--- src/rtl/gpio_irq_pkg.sv ---
package gpio_irq_pkg;
  // word indices of the register map (bus_addr[5:2])
  localparam logic [3:0] IDX_ENABLE = 4'h0;
  localparam logic [3:0] IDX_STATUS = 4'h1;
  localparam logic [3:0] IDX_PEND   = 4'h2;
  localparam logic [3:0] IDX_CLEAR  = 4'h3;
  localparam logic [3:0] IDX_MSET   = 4'h4;
  localparam logic [3:0] IDX_MCLR   = 4'h5;
  localparam logic [3:0] IDX_OUT    = 4'h6;
  localparam logic [3:0] IDX_IN     = 4'h7;
  localparam logic [3:0] IDX_DIR    = 4'h8;
  localparam logic [3:0] IDX_MODEA  = 4'h9;
  localparam logic [3:0] IDX_MODEB  = 4'hA;
  localparam logic [3:0] IDX_USESEL = 4'hE;
  localparam logic [3:0] IDX_SRST   = 4'hF;

  localparam int PINS_PER_MODE_REG = 8;

  typedef enum logic [2:0] {
    DET_FALL = 3'd0,
    DET_RISE = 3'd1,
    DET_LOW  = 3'd2,
    DET_HIGH = 3'd3,
    DET_BOTH = 3'd4
  } det_mode_e;
endpackage

--- src/rtl/gpio_sync2.sv ---
module gpio_sync2 #(
  parameter int W = 12
) (
  input  logic         clk,
  input  logic         rst_n,
  input  logic [W-1:0] d_in,
  output logic [W-1:0] cur,
  output logic [W-1:0] prev
);
  logic [W-1:0] meta_q;

  always_ff @(posedge clk or negedge rst_n) begin
    if (!rst_n) begin
      meta_q <= '0;
      cur    <= '0;
      prev   <= '0;
    end else begin
      meta_q <= d_in;
      cur    <= meta_q;
      prev   <= cur;
    end
  end
endmodule

--- src/rtl/gpio_pin_det.sv ---
module gpio_pin_det
  import gpio_irq_pkg::*;
(
  input  logic       clk,
  input  logic       rst_n,
  input  logic       srst,
  input  logic       cur,
  input  logic       prev,
  input  logic       en,
  input  logic       clr,
  input  logic       mode_we,
  input  logic [2:0] mode_wd,
  output logic [2:0] mode_q,
  output logic       status
);
  logic hit;

  always_comb begin
    unique case (mode_q)
      DET_FALL: hit = prev & ~cur;
      DET_RISE: hit = ~prev & cur;
      DET_LOW:  hit = ~cur;
      DET_HIGH: hit = cur;
      DET_BOTH: hit = prev ^ cur;
      default:  hit = 1'b0;
    endcase
  end

  always_ff @(posedge clk or negedge rst_n) begin
    if (!rst_n) begin
      mode_q <= '0;
      status <= 1'b0;
    end else if (srst) begin
      mode_q <= '0;
      status <= 1'b0;
    end else begin
      if (mode_we) mode_q <= mode_wd;
      if (en && hit)  status <= 1'b1;
      else if (clr)   status <= 1'b0;
    end
  end

  // a detection in the same cycle as a clear wins
  a_r8_detect_wins: assert property (@(posedge clk) disable iff (!rst_n)
    (en && hit && !srst) |=> status);
  // a clear with no detection empties the bit
  a_r8_clear_works: assert property (@(posedge clk) disable iff (!rst_n)
    (clr && !(en && hit) && !srst) |=> !status);
  // nothing latches while the pin is disabled
  a_r7_disabled_quiet: assert property (@(posedge clk) disable iff (!rst_n)
    (!en && !status) |=> !status);
  // codes 5..7 never set status
  a_r4_reserved_inert: assert property (@(posedge clk) disable iff (!rst_n)
    (mode_q > 3'd4 && !mode_we && !status) |=> !status);
endmodule

--- src/rtl/gpio_irq_ctrl.sv ---
module gpio_irq_ctrl
  import gpio_irq_pkg::*;
#(
  parameter int NPINS  = 12,
  parameter int ADDR_W = 6
) (
  input  logic              clk,
  input  logic              rst_n,
  input  logic [ADDR_W-1:0] bus_addr,
  input  logic              bus_we,
  input  logic [31:0]       bus_wdata,
  output logic [31:0]       bus_rdata,
  input  logic [NPINS-1:0]  pin_in,
  output logic [NPINS-1:0]  pin_out,
  output logic [NPINS-1:0]  pin_oe,
  output logic              irq
);
  localparam int PAD = 32 - NPINS;
  localparam int NIB = PINS_PER_MODE_REG;

  logic [3:0]       idx;
  logic [NPINS-1:0] ien_q, mask_q, out_q, dir_q, use_q, status, cur, prev;
  logic             srst_q;
  logic [2:0]       mode_q [NPINS];
  logic [3:0]       nib_a [NIB];
  logic [3:0]       nib_b [NIB];
  logic [31:0]      mode_a_rd, mode_b_rd;
  logic             unused_bus;

  assign idx        = bus_addr[5:2];
  assign unused_bus = ^{bus_addr[1:0], bus_wdata};

  function automatic logic [31:0] zx(input logic [NPINS-1:0] v);
    return {{PAD{1'b0}}, v};
  endfunction

  gpio_sync2 #(.W(NPINS)) u_sync (
    .clk(clk), .rst_n(rst_n), .d_in(pin_in), .cur(cur), .prev(prev)
  );

  always_ff @(posedge clk or negedge rst_n) begin
    if (!rst_n)                          srst_q <= 1'b0;
    else if (bus_we && idx == IDX_SRST)  srst_q <= bus_wdata[0];
  end

  always_ff @(posedge clk or negedge rst_n) begin
    if (!rst_n) begin
      ien_q <= '0; mask_q <= '0; out_q <= '0; dir_q <= '0; use_q <= '0;
    end else if (srst_q) begin
      ien_q <= '0; mask_q <= '0; out_q <= '0; dir_q <= '0; use_q <= '0;
    end else if (bus_we) begin
      unique case (idx)
        IDX_ENABLE: ien_q  <= bus_wdata[NPINS-1:0];
        IDX_MSET:   mask_q <= mask_q | bus_wdata[NPINS-1:0];
        IDX_MCLR:   mask_q <= mask_q & ~bus_wdata[NPINS-1:0];
        IDX_OUT:    out_q  <= bus_wdata[NPINS-1:0];
        IDX_DIR:    dir_q  <= bus_wdata[NPINS-1:0];
        IDX_USESEL: use_q  <= bus_wdata[NPINS-1:0];
        default: ;
      endcase
    end
  end

  for (genvar i = 0; i < NPINS; i++) begin : g_pin
    localparam logic [3:0] MIDX = (i < NIB) ? IDX_MODEA : IDX_MODEB;
    localparam int         POS  = 4 * (i % NIB);
    gpio_pin_det u_det (
      .clk(clk), .rst_n(rst_n), .srst(srst_q),
      .cur(cur[i]), .prev(prev[i]), .en(ien_q[i]),
      .clr(bus_we && idx == IDX_CLEAR && bus_wdata[i]),
      .mode_we(bus_we && idx == MIDX),
      .mode_wd(bus_wdata[POS +: 3]),
      .mode_q(mode_q[i]), .status(status[i])
    );
  end

  for (genvar j = 0; j < NIB; j++) begin : g_nib
    if (j < NPINS) begin : g_a
      assign nib_a[j] = {1'b0, mode_q[j]};
    end else begin : g_a0
      assign nib_a[j] = '0;
    end
    if (j + NIB < NPINS) begin : g_b
      assign nib_b[j] = {1'b0, mode_q[j+NIB]};
    end else begin : g_b0
      assign nib_b[j] = '0;
    end
  end

  always_comb begin
    for (int j = 0; j < NIB; j++) begin
      mode_a_rd[4*j +: 4] = nib_a[j];
      mode_b_rd[4*j +: 4] = nib_b[j];
    end
  end

  always_comb begin
    unique case (idx)
      IDX_ENABLE: bus_rdata = zx(ien_q);
      IDX_STATUS: bus_rdata = zx(status);
      IDX_PEND:   bus_rdata = zx(status & ~mask_q);
      IDX_MSET:   bus_rdata = zx(mask_q);
      IDX_OUT:    bus_rdata = zx(out_q);
      IDX_IN:     bus_rdata = zx(cur);
      IDX_DIR:    bus_rdata = zx(dir_q);
      IDX_MODEA:  bus_rdata = mode_a_rd;
      IDX_MODEB:  bus_rdata = mode_b_rd;
      IDX_USESEL: bus_rdata = zx(use_q);
      IDX_SRST:   bus_rdata = {31'b0, srst_q};
      default:    bus_rdata = '0;
    endcase
  end

  assign pin_out = out_q;
  assign pin_oe  = dir_q;
  assign irq     = |(status & ~mask_q);

  // a held soft reset brings every register to its default
  a_r10_srst_defaults: assert property (@(posedge clk) disable iff (!rst_n)
    srst_q |=> (ien_q == '0 && mask_q == '0 && status == '0 &&
                pin_oe == '0 && pin_out == '0 && use_q == '0));
  // a mask-set write masks every pin it names
  a_r9_mask_set: assert property (@(posedge clk) disable iff (!rst_n)
    (bus_we && idx == IDX_MSET && !srst_q) |=>
      ((mask_q & $past(bus_wdata[NPINS-1:0])) == $past(bus_wdata[NPINS-1:0])));
  // with every pin masked the request line stays low
  a_r9_all_masked: assert property (@(posedge clk) disable iff (!rst_n)
    (mask_q == {NPINS{1'b1}}) |-> !irq);
  // output enables only change after a direction write or soft reset
  a_r2_oe_stable: assert property (@(posedge clk) disable iff (!rst_n)
    (!(bus_we && idx == IDX_DIR) && !srst_q) |=> $stable(pin_oe));
endmodule

--- config.mk ---
export PLATFORM = sky130hd
export DESIGN_NAME = gpio_irq_ctrl
export DESIGN_NICKNAME = d
export VERILOG_FILES = /design/src/rtl/gpio_irq_pkg.sv /design/src/rtl/gpio_sync2.sv /design/src/rtl/gpio_pin_det.sv /design/src/rtl/gpio_irq_ctrl.sv
export SDC_FILE = /design/constraint.sdc
export NUM_CORES = 1
export LEC_CHECK = 0
export ABC_AREA = 1
export BUFFER_PORTS_ARGS = -buffer_cell sky130_fd_sc_hd__buf_2
export CORE_MARGIN = 2
export CORE_UTILIZATION = 33
export CTS_CLUSTER_DIAMETER = 80
export DETAILED_ROUTE_END_ITERATION = 10
export PLACE_DENSITY_LB_ADDON = 0.25
export SYNTH_ARGS = -nofsm -noshare
export SYNTH_HDL_FRONTEND = slang
export SYNTH_HIERARCHICAL = 1
export SYNTH_SLANG_ARGS = --single-unit
--- constraint.sdc ---
create_clock -name clk -period 4.3 [get_ports clk]
set_input_delay 0 -clock clk [delete_from_list [all_inputs] [get_ports clk]]
set_output_delay 0 -clock clk [all_outputs]
set_load 0.1 [all_outputs]
### After elaboration in Yosys (flattened, before gate mapping)

Index checks and enable logic that the tools add are counted.

| word-level totals | value |
|---|---|
| register bits | 145 |
| logic and storage cells | 313 |

| operators by class | value |
|---|---|
| equal/unequal tests | 60 |
| mux-type cells | 88 |
| bitwise gates (word level) | 65 |
| reductions and logical operators | 67 |

Operators by type and width:

| operator | count |
|---|---|
| case mux 31 bit (11 select lines) | 1 |
| two-way mux 12 bit | 14 |
| == test 3 x 2 -> 1 bit (second input constant) | 24 |
| two-way mux 3 bit | 24 |
| case mux 1 bit (5 select lines) | 12 |
| nonzero test 3 bit | 13 |
| == test 3 x 1 -> 1 bit (second input constant) | 12 |
| == test 3 bit (second input constant) | 12 |
| zero test 3 bit | 12 |
| two-way mux 1 bit | 36 |
| logical AND 1 bit | 28 |
| AND 1 bit | 24 |
| AND 12 bit | 2 |
| inverter 1 bit | 24 |
| inverter 12 bit | 2 |
| case mux 12 bit (2 select lines) | 1 |
| == test 4 bit (second input constant) | 5 |
| == test 4 x 3 -> 1 bit (second input constant) | 4 |
| nonzero test 2 bit | 7 |
| OR 12 bit | 1 |
| OR reduction 12 bit | 1 |
| XOR 1 bit | 12 |
| AND reduction 2 bit | 5 |
| == test 4 x 2 -> 1 bit (second input constant) | 2 |
| other kinds (2) | 2 |

### Longest topological paths before layout

| logic depth | value |
|---|---|
| word-level depth | 6 |
| gate-level depth with buffers | 10 |
| gate-level depth less buffers | 10 |

### Cells and area by module

Netlist, hierarchy kept.

Modules (own cells, without submodules):

| module | times used | cells an instance | area an instance (µm²) |
|---|---|---|---|
| gpio_irq_ctrl | 1 | 662 | 4078.9 |
| gpio_pin_det | 12 | 36 | 256.5 |
| gpio_sync2 | 1 | 36 | 900.9 |

### Worst setup path before layout

Ideal clock, no wire load.

| path | value |
|---|---|
| path type | register to output |
| from | register srst_q |
| to | output bus_rdata[0] |
| arrival | 2.251 ns |
| required time | 4.300 ns |
| slack | 2.049 ns |
| cell stages (with the launch flop) | 6 |
| path buffers | 1 |
| cell sequence | dfrtp_1 -> clkbuf_1 -> nand2_1 -> nand2_1 -> nor2_1 -> nand3_1 |

| on the way | value |
|---|---|
| cells in the longest elaborated chain, start to end | 1 |

Ends and longest elaborated chain:

| what | line | RTL |
|---|---|---|
| start, declared | gpio_irq_ctrl.sv:23 | `logic srst_q;` |
| start signal, assigned | gpio_irq_ctrl.sv:43 | `else if (bus_we && idx == IDX_SRST) srst_q <= bus_wdata[0];` |
| case mux 31 bit (11 select lines) | gpio_irq_ctrl.sv:98 | `unique case (idx)` |
| end, declared | gpio_irq_ctrl.sv:12 | `output logic [31:0] bus_rdata,` |

Every way passes these cells.

### Worst setup path in the final report

| path | value |
|---|---|
| from | input bus_addr[3] |
| to | register g_pin[5].u_det.mode_q[2] |

| on the way | value |
|---|---|
| cells in the longest elaborated chain, start to end | 3 |

Ends and longest elaborated chain:

| what | line | RTL |
|---|---|---|
| start, declared | gpio_irq_ctrl.sv:9 | `input logic [ADDR_W-1:0] bus_addr,` |
| == test 4 bit | gpio_irq_ctrl.sv:71 | `.mode_we(bus_we && idx == MIDX),` |
| logical AND 1 bit | gpio_irq_ctrl.sv:71 |  |
| nonzero test 2 bit (no source line) | n/a |  |
| end signal, assigned | gpio_pin_det.sv:37 | `if (mode_we) mode_q <= mode_wd;` |
| end, declared | gpio_pin_det.sv:13 | `output logic [2:0] mode_q,` |

Every way passes these cells.
A chain may end at the register's enable or synchronous reset.

==> out/results.tsv <==
stage	metric	value	unit
status	status	finished clean	
worst_hold_path	holdPathStages	5	
synthesis	yosys.area.top_type	dfrtp_1	
synthesis	seq_area_frac_synth	45.0	%
final_layout	drive_above_1_share	15.4	%
place	dp_slack	1.64	ns
clock_network	ctsResizeCount	0	
worst_setup_path	crit_required	4.60	ns
worst_setup_path	cp-start-kind	primary input	
synthesis	synth.top_cell.area_share	45.0	%
floorplan	rows	57	
route	wl	25.4	mm
worst_setup_path	cp_cell_sequence	buf_2 > inv_2 > nand2_1 > nor2_1 > inv_1 > nor2_2 > buf_4 > or2_2 > o21ai_0	
sta	worstMarginPinSlew	1.25	ns
floorplan	dieWidth	160	µm
route	vias	7647	
clock_network	clock_sinks	145	
global_route	grt_max_degree	81	
global_route	antenna_found_initial	0	
global_route	grt_pass1_wl	40.2	mm
floorplan	io_pins	110	
sta	finalWorstSetupSlack	1.98	ns
clock_network	cts_setup_buffers	0	
clock_network	cts.htree.levels	4	
sta	setup_viol	0	
worst_setup_path	cp_num_buf_inv	4	
worst_setup_path	cp.depth	9	
final_layout	area_growth	22.8	%
sta	max_slew_margin	16.1	%
sta	fmax	432	MHz
clock_network	cts_buffer_depth	2	
final_layout	final_common_cell	nand2_1	
sta	hold_violations	0	
sta	final-max-slew-violation-count	0	
worst_setup_path	critical_path_class	in2reg	
floorplan	die_h	160	µm
synthesis	synth.ff_latch_count	145	
final_layout	diodes	0	
clock_network	cts_tree	done	
synthesis	synth_cell_types	21	
final_layout	layout_common_cells	nand2_1 (367), nand3_1 (167), inv_1 (162)	
global_route	grtUsageTotal	20.3	%
worst_setup_path	arrival	2.62	ns
clock_network	insertion_delay	0.43	ns
worst_setup_path	worstSetupEndpointType	register	
route	drtIter0Drc	676	
worst_hold_path	holdCritPathClass	in2reg	
clock_network	clk_pin_slew	0.06	ns
floorplan	fp.dieArea	25700	µm²
sta	period_needed	2.32	ns
sta	rsz0062_at_grt	false	
synthesis	syn_inst	1130	
global_route	grt_pass1_vias	7287	
route	drcViolationCount	0	
flow_run	drv_cap	0	
route	ant_nets	0	
pwr	finalPower	5.05	mW
final_layout	largest_reg_flops	36	
worst_setup_path	cpMaxStageDelayCell	nor2_1	
global_route	grt_overflow	0	
floorplan	start_util	33.3	%
route	wire_per_inst	15.8	µm
final_layout	regMostFlops	g_pin.u_det/mode_q	
worst_setup_path	crit_family	simple AND/OR/NAND/NOR gates	
synthesis	synth_area_leaders	dfrtp_1 (45%), nand2_1 (17%), nand3_1 (10%), inv_1 (7.5%), nor2_1 (4.2%)	
final_layout	instances_no_fill	1605	
clock_network	cts_root_buffer	clkbuf_16	
route	drtPass1Iterations	7	
worst_setup_path	critPathMaxStageDelay	0.61	ns
pwr	leakage	5.16	nW
pwr	ir_drop	0.380	mV
final_layout	nets	1345	
clock_network	cts_made_buffers	17	
synthesis	synth_warnings	6	
route	drt-vias-per-instance	4.76	
place	gp_congestion	0.849	
place	dp_hpwl	17.6	mm
sta	post-route-period-util	53.9	%
worst_setup_path	path_max_fanout	24	
synthesis	syn-cell-area	8060	µm²
synthesis	syn_avg_cell_area	7.13	µm²
sta	fin_setup_tns	0	ns
floorplan	coreArea	24200	µm²
sta	finClkSkew	0.0151	ns
worst_setup_path	r2r_cells	5	
pwr	power_density	511	nW/µm²
place	dp_cells	1532	
place	io_buffers	97	
## logic make-up after synthesis
family | synth area share (%)
and+or+nand+nor | 35.2
buffers and inverters | 10.7
DFF | 45.0
AOI/OAI and AO/OA | 5.26
adders and majority gates | 3.73
other | 0.0465
## worst paths after layout
path                                  start                   endpoint  slack [ns]
max                             bus_addr[3]   g_pin[5].u_det/mode_q[2]        1.98
min                             bus_addr[3]                     srst_q        0.11
max in group asynchronous             rst_n                     srst_q        3.15
min reg2reg                u_sync/meta_q[4]              u_sync/cur[4]        0.34
max reg2reg                          srst_q                   use_q[1]        2.24
min in group asynchronous             rst_n  g_pin[10].u_det/mode_q[2]        0.18
## Yosys cell counts
| library cell | number |
|---|---|
| ha_1 | 24 |
| nor2_1 | 91 |
| clkbuf_1 | 4 |
| buf_1 | 3 |
| nand2_1 | 367 |
| o21ai_2 | 1 |
| inv_1 | 162 |
| nand3b_1 | 1 |
| nand4_1 | 19 |
| conb_1 | 1 |
| nor2_2 | 5 |
| o21ai_0 | 49 |
| a21oi_2 | 12 |
| dfrtp_1 | 145 |
| inv_2 | 17 |
| nor3_1 | 5 |
| nand3_1 | 167 |
| o21ai_1 | 13 |
| or2_2 | 16 |
| buf_2 | 18 |
| buf_4 | 10 |
## timing repair
action                                 CTS  global route
endpoints found under the hold margin  139             0
hold buffers                            41             0
setup endpoints to repair                0             0
## worst register-to-register path, delay by kind of cell, from the launching register on
family | cells | cell delay, ns
buf+inv | 2 | 0.79
simple gates | 2 | 0.65
compound gates | 1 | 0.09
flops | 1 | 0.40
## layout make-up
type	instances	area, µm²
Clock buffer	18	439
Clock inverter	14	156
Fill cell	2530	14300
Inverter	179	672
Multi-Input combinational cell	775	3600
Sequential cell	145	3630
Tap cell	324	405
Timing Repair Buffer	150	992
## through the flow
stage | util [%] | cell area [µm²] | hold WS [ns]
global placement | 36.8 | 8890 | 0.107
floorplan | - | 8070 | -0.296
CTS | 40.9 | 9890 | 0.0948
detailed placement | 36.8 | 8890 | 0.103
finish | 40.9 | 9890 | 0.108
global route | 40.9 | 9890 | 0.160
## layer usage
layer	GRT usage [%]	part of all wire, %	vias up
li1	-	-	3784
met1	28.7	46	3621
met2	31.8	46	210
met3	3.30	5.0	32
met4	6.92	2.7	0
met5	0	0	-
## power by group
group | internal, mW | switching (mW)
Combinational | 0.349 | 1.41
Sequential | 1.59 | 0.197
Clock | 0.878 | 0.629
Total | 2.82 | 2.23
(Power assumes the default switching activity.)
